**src/rtl/sds_pkg.sv**
```systemverilog
package sds_pkg;

    // Width of the base slot field; also the width of slot indices.
    localparam int SEL_W = 4;

    // One channel setting, 8 bits.
    typedef struct packed {
        logic             clk_route;
        logic             en_p3;
        logic             en_p1;
        logic             en_p0;
        logic [SEL_W-1:0] base;
    } sds_cfg_t;

    typedef enum logic [1:0] {
        ST_HUNT = 2'd0,
        ST_RUN  = 2'd1,
        ST_HOLD = 2'd2
    } sds_state_t;

endpackage

```
**src/rtl/sds_frame_timer.sv**
```systemverilog
module sds_frame_timer
    import sds_pkg::*;
#(
    parameter int SLOTS       = 12,
    parameter int SLOT_BITS   = 8,
    parameter int DCL_PER_BIT = 2
) (
    input  logic             clk,
    input  logic             rst_n,
    input  logic             fsync_i,
    output logic             frame_start_o,
    output sds_state_t       state_o,
    output logic             slot_start_o,
    output logic             nxt_run_o,
    output logic [SEL_W-1:0] nxt_slot_o,
    output logic             nxt_bit_hi_o
);

    localparam int PH_W = (DCL_PER_BIT > 1) ? $clog2(DCL_PER_BIT) : 1;
    localparam int BT_W = (SLOT_BITS > 1) ? $clog2(SLOT_BITS) : 1;
    localparam logic [PH_W-1:0]  PH_LAST = PH_W'(DCL_PER_BIT - 1);
    localparam logic [PH_W-1:0]  PH_HALF = PH_W'(DCL_PER_BIT / 2);
    localparam logic [BT_W-1:0]  BT_LAST = BT_W'(SLOT_BITS - 1);
    localparam logic [SEL_W-1:0] SL_LAST = SEL_W'(SLOTS - 1);

    sds_state_t       st_q, st_n;
    logic             fs_q;
    logic [PH_W-1:0]  ph_q, ph_n;
    logic [BT_W-1:0]  bt_q, bt_n;
    logic [SEL_W-1:0] sl_q, sl_n;
    logic             fs_edge;
    logic             at_end;

    assign fs_edge = fsync_i & ~fs_q;
    assign at_end  = (ph_q == PH_LAST) && (bt_q == BT_LAST) && (sl_q == SL_LAST);

    // Next-state and counter logic
    always_comb begin
        st_n = st_q;
        ph_n = ph_q;
        bt_n = bt_q;
        sl_n = sl_q;
        unique case (st_q)
            ST_HUNT: begin
                if (fs_edge) begin
                    st_n = ST_RUN;
                    ph_n = '0;
                    bt_n = '0;
                    sl_n = '0;
                end
            end
            ST_RUN: begin
                if (fs_edge) begin
                    ph_n = '0;
                    bt_n = '0;
                    sl_n = '0;
                end else if (at_end) begin
                    st_n = ST_HOLD;
                    ph_n = '0;
                    bt_n = '0;
                    sl_n = '0;
                end else if (ph_q == PH_LAST) begin
                    ph_n = '0;
                    if (bt_q == BT_LAST) begin
                        bt_n = '0;
                        sl_n = sl_q + 1'b1;
                    end else begin
                        bt_n = bt_q + 1'b1;
                    end
                end else begin
                    ph_n = ph_q + 1'b1;
                end
            end
            ST_HOLD: begin
                if (fs_edge) begin
                    st_n = ST_RUN;
                    ph_n = '0;
                    bt_n = '0;
                    sl_n = '0;
                end
            end
            default: begin
                st_n = ST_HUNT;
                ph_n = '0;
                bt_n = '0;
                sl_n = '0;
            end
        endcase
    end

    // State register
    always_ff @(posedge clk or negedge rst_n) begin
        if (!rst_n) begin
            st_q <= ST_HUNT;
            fs_q <= 1'b0;
            ph_q <= '0;
            bt_q <= '0;
            sl_q <= '0;
        end else begin
            st_q <= st_n;
            fs_q <= fsync_i;
            ph_q <= ph_n;
            bt_q <= bt_n;
            sl_q <= sl_n;
        end
    end

    assign frame_start_o = fs_edge;
    assign state_o       = st_q;
    assign slot_start_o  = (ph_q == '0) && (bt_q == '0);
    assign nxt_run_o     = (st_n == ST_RUN);
    assign nxt_slot_o    = sl_n;
    assign nxt_bit_hi_o  = (ph_n >= PH_HALF);

endmodule

```
**src/rtl/sds_cfg_bank.sv**
```systemverilog
module sds_cfg_bank
    import sds_pkg::*;
#(
    parameter int NUM_CH = 2,
    parameter int CH_W   = (NUM_CH > 1) ? $clog2(NUM_CH) : 1
) (
    input  logic                  clk,
    input  logic                  rst_n,
    input  logic                  we_i,
    input  logic [CH_W-1:0]       ch_i,
    input  logic [7:0]            data_i,
    input  logic                  frame_start_i,
    output sds_cfg_t [NUM_CH-1:0] active_o,
    output sds_cfg_t [NUM_CH-1:0] nxt_active_o
);

    for (genvar i = 0; i < NUM_CH; i++) begin : g_ch
        sds_cfg_t pend_q;
        sds_cfg_t act_q;
        logic     sel_me;

        assign sel_me          = we_i && (ch_i == CH_W'(i));
        assign nxt_active_o[i] = frame_start_i ? pend_q : act_q;
        assign active_o[i]     = act_q;

        always_ff @(posedge clk or negedge rst_n) begin
            if (!rst_n) begin
                pend_q <= '0;
                act_q  <= '0;
            end else begin
                if (sel_me) begin
                    pend_q <= sds_cfg_t'(data_i);
                end
                act_q <= nxt_active_o[i];
            end
        end
    end

endmodule

```
**src/rtl/sds_slot_decode.sv**
```systemverilog
module sds_slot_decode
    import sds_pkg::*;
#(
    parameter int SLOTS = 12
) (
    input  sds_cfg_t         cfg_i,
    input  logic [SEL_W-1:0] slot_i,
    output logic             hit_o
);

    localparam int N_OFF = 3;
    localparam int OFFS [N_OFF] = '{0, 1, 3};

    logic             base_ok;
    logic [N_OFF-1:0] en_vec;
    logic [N_OFF-1:0] match;

    assign base_ok = ({1'b0, cfg_i.base} < (SEL_W+1)'(SLOTS));
    assign en_vec  = {cfg_i.en_p3, cfg_i.en_p1, cfg_i.en_p0};

    for (genvar j = 0; j < N_OFF; j++) begin : g_off
        logic [SEL_W:0]   sum;
        logic [SEL_W-1:0] tgt;
        always_comb begin
            sum = {1'b0, cfg_i.base} + (SEL_W+1)'(OFFS[j]);
            if (sum >= (SEL_W+1)'(SLOTS)) begin
                sum = sum - (SEL_W+1)'(SLOTS);
            end
            tgt = sum[SEL_W-1:0];
        end
        assign match[j] = en_vec[j] && (slot_i == tgt);
    end

    assign hit_o = base_ok && (|match);

endmodule

```
**src/rtl/sds_strobe_gen.sv**
```systemverilog
module sds_strobe_gen
    import sds_pkg::*;
#(
    parameter int NUM_CH      = 2,
    parameter int SLOTS       = 12,
    parameter int SLOT_BITS   = 8,
    parameter int DCL_PER_BIT = 2,
    parameter int CH_W        = (NUM_CH > 1) ? $clog2(NUM_CH) : 1
) (
    input  logic              clk,
    input  logic              rst_n,
    input  logic              fsync_i,
    input  logic              cfg_we_i,
    input  logic [CH_W-1:0]   cfg_ch_i,
    input  logic [7:0]        cfg_data_i,
    output logic [NUM_CH-1:0] strb_o,
    output logic              gclk_o
);

    sds_state_t            tmr_state;
    logic                  frame_start;
    logic                  slot_start;
    logic                  nxt_run;
    logic [SEL_W-1:0]      nxt_slot;
    logic                  nxt_bit_hi;
    sds_cfg_t [NUM_CH-1:0] cfg_active;
    sds_cfg_t [NUM_CH-1:0] cfg_next;
    logic [NUM_CH-1:0]     hit_n;
    logic [NUM_CH-1:0]     route_n;
    logic [NUM_CH-1:0]     strb_q;
    logic                  gclk_q;

    sds_frame_timer #(
        .SLOTS      (SLOTS),
        .SLOT_BITS  (SLOT_BITS),
        .DCL_PER_BIT(DCL_PER_BIT)
    ) timer_i (
        .clk          (clk),
        .rst_n        (rst_n),
        .fsync_i      (fsync_i),
        .frame_start_o(frame_start),
        .state_o      (tmr_state),
        .slot_start_o (slot_start),
        .nxt_run_o    (nxt_run),
        .nxt_slot_o   (nxt_slot),
        .nxt_bit_hi_o (nxt_bit_hi)
    );

    sds_cfg_bank #(
        .NUM_CH(NUM_CH),
        .CH_W  (CH_W)
    ) bank_i (
        .clk          (clk),
        .rst_n        (rst_n),
        .we_i         (cfg_we_i),
        .ch_i         (cfg_ch_i),
        .data_i       (cfg_data_i),
        .frame_start_i(frame_start),
        .active_o     (cfg_active),
        .nxt_active_o (cfg_next)
    );

    for (genvar i = 0; i < NUM_CH; i++) begin : g_dec
        sds_slot_decode #(
            .SLOTS(SLOTS)
        ) dec_i (
            .cfg_i (cfg_next[i]),
            .slot_i(nxt_slot),
            .hit_o (hit_n[i])
        );
        assign route_n[i] = cfg_next[i].clk_route;
    end

    // Output registers: loaded with the value for the coming cycle
    always_ff @(posedge clk or negedge rst_n) begin
        if (!rst_n) begin
            strb_q <= '0;
            gclk_q <= 1'b0;
        end else begin
            strb_q <= nxt_run ? hit_n : '0;
            gclk_q <= nxt_run && nxt_bit_hi && (|(hit_n & route_n));
        end
    end

    assign strb_o = strb_q;
    assign gclk_o = gclk_q;

endmodule

```
**config.mk**
```make
export PLATFORM = sky130hd
export DESIGN_NAME = sds_strobe_gen
export DESIGN_NICKNAME = d
export VERILOG_FILES = /design/src/rtl/sds_pkg.sv /design/src/rtl/sds_frame_timer.sv /design/src/rtl/sds_cfg_bank.sv /design/src/rtl/sds_slot_decode.sv /design/src/rtl/sds_strobe_gen.sv
export SDC_FILE = /design/constraint.sdc
export NUM_CORES = 1
export LEC_CHECK = 0
export ABC_AREA = 1
export CELL_PAD_IN_SITES_DETAIL_PLACEMENT = 0
export CELL_PAD_IN_SITES_GLOBAL_PLACEMENT = 1
export CORE_ASPECT_RATIO = 2
export CORE_UTILIZATION = 30
export CTS_BUF_LIST = sky130_fd_sc_hd__clkbuf_4 sky130_fd_sc_hd__clkbuf_8
export DETAILED_ROUTE_END_ITERATION = 10
export PLACE_DENSITY_LB_ADDON = 0.1
export SYNTH_ARGS = -nofsm -noshare
export SYNTH_HDL_FRONTEND = slang
export SYNTH_SLANG_ARGS = --single-unit
```
**constraint.sdc**
```tcl
create_clock -name clk -period 6.08 [get_ports clk]
set_input_delay 1.216 -clock clk [delete_from_list [all_inputs] [get_ports clk]]
set_output_delay 1.216 -clock clk [all_outputs]
set_load 0.02 [all_outputs]
```
# [Yosys cells after proc, flatten, opt, wreduce, memory -nomap -nowiden]
# Index checks and enable logic that the tools add are counted.
[word_totals] ff_bits=46 latchBits=0 mem_bits_rw=0 romBits=0 output_inout_bits=3 word_cells=116 mem_count=0
[op_classes] add_sub_neg=13 n_mul=0 div=0 n_lt_le_gt_ge=9 eq_ne=13 n_shift=0 mux=30 bitwise_logic=4 n_reduce_logical=20
[op_table] op="two-way mux 4 bit" count=11
[op_table] op="equality test 4 bit" count=6
[op_table] op="subtractor 4 bit, second input constant" count=6
[op_table] op="greater-or-equal comparator 5 x 4 -> 1 bit, second input constant" count=4
[op_table] op="two-way mux 8 bit" count=2
[op_table] op="two-way mux 3 bit" count=5
[op_table] op="logical AND 1 bit" count=14
[op_table] op="adder 4 x 1 -> 5 bit, second input constant" count=2
[op_table] op="adder 4 x 2 -> 5 bit, second input constant" count=2
[op_table] op="greater-or-equal comparator 4 bit, second input constant" count=2
[op_table] op="less-than comparator 4 bit, second input constant" count=2
[op_table] op="two-way mux 2 bit" count=4
[op_table] op="one-hot mux 4 bit (2 select lines)" count=1
[op_table] op="one-hot mux 3 bit (2 select lines)" count=1
[op_table] op="OR reduction 3 bit" count=2
[op_table] op="adder 4 x 1 -> 4 bit, second input constant" count=1
[op_table] op="equality test 2 x 1 -> 1 bit, second input constant" count=2
[op_table] op="equality test 4 bit, second input constant" count=1
[op_table] op="two-way mux 1 bit" count=4
[op_table] op="!= test 4 x 1 -> 1 bit, second input constant" count=1
[op_table] op="one-hot mux 2 bit (2 select lines)" count=1
[op_table] op="OR reduction 2 bit" count=2
[op_table] op="adder 3 x 1 -> 3 bit, second input constant" count=1
[op_table] op="equality test 3 bit, second input constant" count=1
[op_table] op="other kinds (10)" count=11

# [Logic depth before layout (Yosys ltp)]
[logic_depth] ltp_word=13 ltp_mapped=23 mapped_depth_nobuf=22

# [Cells and area by module]
# From an unflattened synthesis, not the netlist that was laid out.
[hier_totals] cells_unflattened=410 hier_area_um2=3090.5
[by_module_without_submodules] module="sds_cfg_bank" n_inst=1 cells_per_inst=137 area_each_um2=1283.7 seq_area_each_um2=800.8
[by_module_without_submodules] module="sds_slot_decode" n_inst=2 cells_per_inst=92 area_each_um2=521.8 seq_area_each_um2=0.0
[by_module_without_submodules] module="sds_frame_timer" n_inst=1 cells_per_inst=78 area_each_um2=653.1 seq_area_each_um2=275.3
[by_module_without_submodules] module="sds_strobe_gen" n_inst=1 cells_per_inst=11 area_each_um2=110.1 seq_area_each_um2=75.1

# [Least setup slack after synthesis]
# Ideal clock, no wire load.
[synth_path] kind="in2reg" start="input fsync_i" end="register gclk_q (netlist: gclk_o)" setup_time_ns=0.119 arrival_ns=3.093 path_slack_ns=2.868 cell_stages=20 n_path_buf=1 cell_sequence="nand2_4 > buf_6 > o21ai_1 > ha_1 > inv_1 > nand2_1 > nand2_1 > ha_1 > nand2_1 > nand2_1 > inv_2 > nand2_1 > nand2_1 > nand2_1 > nand2_1 > inv_1 > nand4_1 > nand3_1 > nand3_1 > a21oi_2"
[synth_lines] item="start, declared" line="sds_strobe_gen.sv:12" text="input logic fsync_i,"
[synth_lines] item="end signal, assigned" line="sds_strobe_gen.sv:81" text="gclk_q <= nxt_run && nxt_bit_hi && (|(hit_n & route_n));"
[synth_lines] item="end, declared" line="sds_strobe_gen.sv:31" text="logic gclk_q;"

==> run metrics <==
Netlist cell types 30; GRT overflow 0; FFs w/ async S/R, synth 1.00; gr usage total 0.169; DR WL/cell between 10 and 15 um; syn_nets 460; status complete, no violations; vias per cell 4.51; TritonCTS clock tree done; Layout Nets 475; worst path buffer plus inverter count 4; post-route insts no fill 584; Initial Util 0.308; WS Path Type in2reg; number of global-route vias before repair 2,642; final hold vios 0; Post-synth EDFFs 0; delay-heaviest family, CP simple AND/OR/NAND/NOR gates; placed cells 576; Root Driver clkbuf_8; commonest non-fill, non-tap cell in the layout nand2_1; Post-CTS Hold Fix Bufs 0; antenna violations before repair 0; Cell Pwr Density 266 nW/um^2; syn avg cell area 7.17 sq um; CTS max path bufs 2; Final period util 0.731; post-CTS setup buffer count 0; Clock transition at path regs about 0.09 ns; Resize count post-CTS 0; Synth Flop Type dfrtp_1; Port Buffer Count 15; Fin Setup TNS 0 ns; Critical Path RT 6.28 ns; relative slew slack 0.526; Synth-to-Final Area Change 11.4%; crit path DAT 4.64 ns; crit-path cells clkdlybuf4s50_1 > nand2_4 > o21ai_1 > ha_1 > inv_1 > nand2_1 > nand2_1 > ha_1 > nand2_1 > nand2_1 > inv_2 > nand2_1 > nand2_1 > nand2_1 > nand2_1 > inv_1 > nand4_1 > nand3_1 > nand3_1 > a21oi_2; drc violations 0; ANT nets after route 0; hpwl dp 6600 um; Worst VDD drop 0.148 mV; count of state elements after synthesis 46; Pins Over Slew Limit 0; diodes inserted 0; Worst setup EP type flop; first-pass GRT wire length between 10,000 and 15,000 um; Pre-Repair DR Iteration Count 4; H-tree Lvls 2; Die ar. around 11,000 sq um; Static Leak 0.00184 uW; min Tclk post-route 4.45 ns; Worst-Skew Late Latency about 0.31 ns; Initial DRC Count 83; final WL 8160 um; Worst Hold Class reg2reg; RSZ-0062 raised after global routing no; DR vias ~2,600; Horiz. Die Dim between 70 and 80 um; layout cells sized above 1 0.122; clock sink count 46; routability cong. 0.765; startpoint type of the worst setup path primary input; Max Cap Violations 0; register area share after synthesis 0.371; Yosys warning count 0; Crit path top cell by count nand2_1; Core Footprint ~10,000 sq um; Die Ht 146 um; Least-Margin Pin Slew 0.707 ns; Top Ports 16; hold_ws about 0.48 ns; pin count of the biggest net entering global routing 47; worst-path fanout max 32; Num CTS Buffers 5; Syn Inst Count 433; num rows between 50 and 60; most frequent cells in the layout 142 x nand2_1, 54 x inv_1, 47 x nand3_1; largest stage delay on the critical path 0.78 ns; Peak Freq 225 MHz; CP max stage cell clkdlybuf4s50_1; # setup viols final 0; mapped cell area 3100 sq um; skew final 0.0112 ns
## flip-flops by register name, indices dropped and copies added, names as in the netlist
signal	flops
bank_i.active_o	16
timer_i.state_o	2
gclk_o	1
timer_i.ph_q	1
timer_i.sl_q	4
timer_i.bt_q	3
timer_i.fs_q	1
bank_i.g_ch.pend_q	16
strb_o	2
## synthesized netlist by cell type, types with 3 or more instances
master,n,share of area
nand2_1,142,0.17
inv_1,54,0.065
nand3_1,47,0.076
dfrtp_1,46,0.37
nor2_1,29,0.035
nand2_2,20,0.040
o21ai_0,20,0.032
ha_1,14,0.056
a21oi_1,8,0.013
nand4_1,6,0.012
xor2_1,6,0.017
inv_2,5,0.0060
nand2_4,5,0.018
buf_6,4,0.015
nand3_2,4,0.013
o21ai_1,3,0.0048
## cell type report
cell class                 instances  area [sq um]
inverter                          61           234
timing repair buffer              16           153
fill                            1137          6630
tap                              135           169
clock buffer                       5          68.8
clock inverter                     3          40.0
multi-input combinational        318          1640
sequential                        46          1150
## report_power, final
group          internal [uW]  switching, uW
Combinational            114            200
Sequential               349           25.8
Clock                    121            110
## metal layers
metal  share of wire  track usage  up-vias  wire length [um]
li1                -            -     1392                 -
met1            0.38        0.179     1202              3060
met2            0.59        0.323       30              4800
met3           0.014       0.0187       10               111
met4           0.023       0.0625        0               189
met5               0            0        -                 0
## worst paths after layout
kind                                          start  cells past startpoint  slack (ns)                        to
max                                         fsync_i                     20        1.63                    gclk_o
min reg2reg                bank_i.g_ch[1].pend_q[6]                      2        0.48  bank_i.g_ch[1].pend_q[6]
max in group asynchronous                     rst_n                      2        4.65       bank_i.active_o[15]
max reg2reg                            timer_i.fs_q                     20        2.86                    gclk_o
min                        bank_i.g_ch[1].pend_q[6]                      2        0.48  bank_i.g_ch[1].pend_q[6]
min in group asynchronous                     rst_n                      2        1.00        bank_i.active_o[2]
## stage by stage
step           power (uW)  setup slack, ns  instance area, sq um  utilization
2_1_floorplan         612             2.87                  3100            -
3_5_place_dp          701             1.28                  3350        0.332
4_1_cts               943             1.61                  3460        0.343
3_3_place_gp          701             1.30                  3350        0.332
5_1_grt              1000             1.32                  3460        0.343
6_report              920             1.63                  3460        0.343
## worst reg2reg max path, stage by stage (launching register included)
cell,delay (ns)
dfrtp_1,0.44
inv_4,0.13
nand2_4,0.24
o21ai_1,0.67
ha_1,0.31
inv_1,0.07
nand2_1,0.06
nand2_1,0.09
ha_1,0.20
nand2_1,0.07
nand2_1,0.09
inv_2,0.09
nand2_1,0.07
nand2_1,0.06
nand2_1,0.04
nand2_1,0.09
inv_1,0.04
nand4_1,0.07
nand3_1,0.10
nand3_1,0.12
a21oi_2,0.06
## cells by family after synthesis
kind of cell,count (synthesis),share of synthesized area
buffers and inverters,69,0.100
adder cells (fa/ha/maj),14,0.0564
AND/OR/NAND/NOR,260,0.385
XOR/XNOR,6,0.0169
flip-flops,46,0.371
AO/OA/AOI/OAI,38,0.0705
No activity file was read; power rests on OpenSTA's default activity.
